[src/rtl/prbs_track.sv]
// Module: local PRBS shift register.
// In seed mode each accepted bit is shifted in, so the register aligns itself to the stream.
// Otherwise it shifts in its own prediction and runs free.
// The prediction is the XOR of two taps; 'filled' says LEN bits have been loaded since clear.
// Assumes: TAP_HI and TAP_LO index into the LEN-bit register, with bit 0 the newest bit.
module prbs_track #(
    parameter int LEN    = 7,
    parameter int TAP_HI = 6,
    parameter int TAP_LO = 5
) (
    input  logic clk,
    input  logic rst_n,
    input  logic clear,
    input  logic step,
    input  logic seed_mode,
    input  logic bit_in,
    output logic predict,
    output logic filled
);
    localparam int FILL_W = $clog2(LEN + 1);

    logic [LEN-1:0]    shreg;
    logic [FILL_W-1:0] fill;

    assign predict = shreg[TAP_HI] ^ shreg[TAP_LO];
    assign filled  = (fill == FILL_W'(LEN));

    // Shift register: loads received bits while seeding, runs on predictions after lock.
    always_ff @(posedge clk) begin
        if (!rst_n || clear) begin
            shreg <= '0;
        end else if (step) begin
            shreg <= {shreg[LEN-2:0], (seed_mode ? bit_in : predict)};
        end
    end

    // Fill counter: counts seeded bits up to LEN.
    always_ff @(posedge clk) begin
        if (!rst_n || clear) begin
            fill <= '0;
        end else if (step && seed_mode && !filled) begin
            fill <= fill + FILL_W'(1);
        end
    end
endmodule

[config.mk]
export PLATFORM = sky130hd
export DESIGN_NAME = prbs_track
export DESIGN_NICKNAME = d
export VERILOG_FILES = /design/src/rtl/prbs_track.sv
export SDC_FILE = /design/constraint.sdc
export NUM_CORES = 1
export LEC_CHECK = 0
export BUFFER_PORTS_ARGS = -buffer_cell sky130_fd_sc_hd__buf_4
export CORE_AREA = 4 4 41 43
export DETAILED_ROUTE_END_ITERATION = 10
export DIE_AREA = 0 0 45 47
export GPL_TIMING_DRIVEN = 0
export REMOVE_ABC_BUFFERS = 1
export SLEW_MARGIN = 20
export SYNTH_ARGS = -nofsm -noshare
export SYNTH_HDL_FRONTEND = slang
export SYNTH_SLANG_ARGS = --single-unit
[constraint.sdc]
create_clock -name clk -period 2.2 [get_ports clk]
set_input_delay 0.44 -clock clk [delete_from_list [all_inputs] [get_ports clk]]
set_output_delay 0.44 -clock clk [all_outputs]
set_load 0.02 [all_outputs]
==> results.tsv <==
metric	value	unit
run status	finished, final reports clean	
non-filler instance count after layout	62	
crit path cell chain	ha_1, ha_1, buf_4	
most frequent CP cell	sky130_fd_sc_hd__ha_1	
number of H-tree levels	1	
# clock sinks	10	
TritonCTS clock tree	yes	
count of routing violations after the opening detailed-route iteration	0	
slack of the worst reg-to-reg path	0.99	ns
final count of hold timing violations	0	
total overflow reported by the global router	0	
number of instances in the synthesized netlist	39	
achievable clock frequency	0.644	GHz
Detailed Route WL	568	um
worst path required time	1.76	ns
total routing resource utilization after global routing	8.17	%
fraction of final layout cells sized beyond drive strength 1	25.5	%
area growth from synthesis to layout	19.5	%
max-cap viol count	0	
actual slew at the worst max-slew pin	0.382	ns
standard-cell row count	13	
CP Data Arrival Time	1.11	ns
DP Cell Count	59	
cell with the largest stage delay on the worst path	sky130_fd_sc_hd__dfxtp_1	
die boundary height	47	um
top library cells by usage in the layout, fill and taps aside	sky130_fd_sc_hd__dfxtp_1, sky130_fd_sc_hd__nor2_1, sky130_fd_sc_hd__mux2i_1	
first-pass GRT wire length	1090	um
Resized Gates After CTS	0	
maximum fanout encountered on the critical timing path	2	
average via count per standard cell	4.71	
leading area contributor after synthesis	sky130_fd_sc_hd__dfxtp_1	
path depth of the worst reg2reg path	5	
final-stage net count	57	
width of the chip	45	um
Slew Viols, Final	0	
placer's final routability congestion estimate	0.604	
Critical Path Start Type	flip-flop	
flip-flop and latch count after synthesis	10	
peak supply drop	0.000313	V
power density normalized to cell area	641	nW/um2
class of the most critical setup path	reg -> out	
fraction of synthesized cell area taken by the top area cell type	47.3	%
final clock skew	0.00595	ns
Max stage delay on crit path	0.32	ns
clock buffers created by TritonCTS	3	
worst slew margin relative to its limit	74.5	%
worst slack at placement	0.914	ns
average routed wire per standard cell	9.16	um
later-pin clock latency in the skew report	0.26	ns
end point of the critical path	filled	
root buffer cell	sky130_fd_sc_hd__clkbuf_4	
number of inserted diodes	0	
Final Hold Slack	0.480	ns
count of hold buffers inserted by post-cts repair	0	
sequential fraction of the synthesis area	47.3	%
source of the worst hold timing path	shreg[0]$_SDFFE_PP0P_	
post-route core utilization	38.8	%
number of warnings printed during yosys synthesis	0	
hold crit path type	reg -> reg	
commonest non-fill, non-tap cell in the layout	sky130_fd_sc_hd__dfxtp_1	
number of buffers inserted by post-CTS setup repair	0	
Final setup violation count	0	
RSZ-0062 raised after global routing	false	
die area	2120	um2
count of input and output buffers	7	
Starting Density	32.5	%
# DRC	0	
Synth Area per Inst	10.8	um2
beginning of the critical path	fill[0]$_SDFFE_PP0P_	
launching point of the worst reg2reg path	fill[0]$_SDFFE_PP0P_	
distinct cell type count after synthesis	11	
leading post-synthesis cells by cell area	sky130_fd_sc_hd__dfxtp_1, sky130_fd_sc_hd__mux2i_1, sky130_fd_sc_hd__nor2_1	
top-level port count	8	
largest net degree at the start of global routing	11	
overall via count from detail_route	292	
area of the placeable core	1300	um2
standby leakage power	0.245	nW
number of detailed-route iterations in the first pass	1	
setup TNS	0	ns
count of nets left with antenna violations after detail routing	0	
type of element capturing the critical path	primary output	
buffer levels on the longest clock path	2	
mapped cell area	423	um2
post-route worst setup slack	0.647	ns
number of antenna violations at the first check in global routing	0	
vias in the first global route	254	
reg2reg end	fill[1]$_SDFFE_PP0P_	
crit path time final	1.55	ns
Clock transition at path regs	0.06	ns
share of the cycle needed by the critical path after routing	70.6	%
[synthesized netlist by cell type]
cell type / count
sky130_fd_sc_hd__mux2i_1: 8
sky130_fd_sc_hd__dfxtp_1: 10
sky130_fd_sc_hd__nand3b_4: 1
sky130_fd_sc_hd__xor2_1: 2
sky130_fd_sc_hd__a21oi_2: 1
sky130_fd_sc_hd__ha_1: 2
sky130_fd_sc_hd__nor2_1: 9
sky130_fd_sc_hd__nand2b_1: 3
sky130_fd_sc_hd__clkbuf_1: 1
sky130_fd_sc_hd__buf_4: 1
sky130_fd_sc_hd__o211ai_1: 1
[flip-flops by register name (all words and copies together) (netlist names)]
register,flops
shreg,7
fill,3
[through the flow]
stage / power, mW / cell area, um2
floorplan: 0.199 / 412
global placement: 0.212 / 483
detailed placement: 0.212 / 483
CTS: 0.333 / 505
global route: 0.347 / 505
finish: 0.324 / 505
[how the worst min path moves through the flow]
| stage | to | slack (ns) | depth (start not counted) |
|---|---|---|---|
| detailed placement | shreg[0]$_SDFFE_PP0P_ | 0.47 | 2 |
| finish | shreg[0]$_SDFFE_PP0P_ | 0.48 | 2 |
| CTS | shreg[0]$_SDFFE_PP0P_ | 0.48 | 2 |
| global placement | shreg[0]$_SDFFE_PP0P_ | 0.48 | 2 |
| global route | shreg[3]$_SDFFE_PP0P_ | 0.54 | 2 |
| floorplan | shreg[0]$_SDFFE_PP0P_ | 0.46 | 2 |
[power by group]
group | total, mW | switching [mW] | internal, mW
clock network | 0.117 | 0.0542 | 0.0627
logic | 0.0236 | 0.0110 | 0.0126
registers | 0.183 | 0.000855 | 0.183
total | 0.324 | 0.0660 | 0.258
[logic make-up (layout without fill, tap and decap cells)]
group | Yosys count | count (layout) | share of synthesized area, %
AOI/OAI and AO/OA | 2 | 2 | 3.85
xor gates and xnor gates | 2 | 2 | 4.14
and+or+nand+nor | 13 | 13 | 17.2
buffers and inverters | 2 | 10 | 2.66
DFF | 10 | 10 | 47.3
adders and majority gates | 2 | 2 | 5.92
muxes | 8 | 8 | 18.9
[routing by layer]
layer	global-route usage (%)	part of all wire, %
met1	8.99	43
met2	10.5	50
met3	6.90	7.6
met4	5.26	0
met5	0	0
[area by class of cell]
class,count,area [um2]
fill,143,796
timing repair buffer,7,52.6
sequential,10,200
multi-input combinational,27,211
clock buffer,3,22.5
tap,15,18.8
[critical path, delay by kind of cell (launching register included)]
kind	cells	cell delay, ns
fa+ha+maj	2	0.39
buf+inv	1	0.16
flops	1	0.32
(Power assumes the default switching activity.)
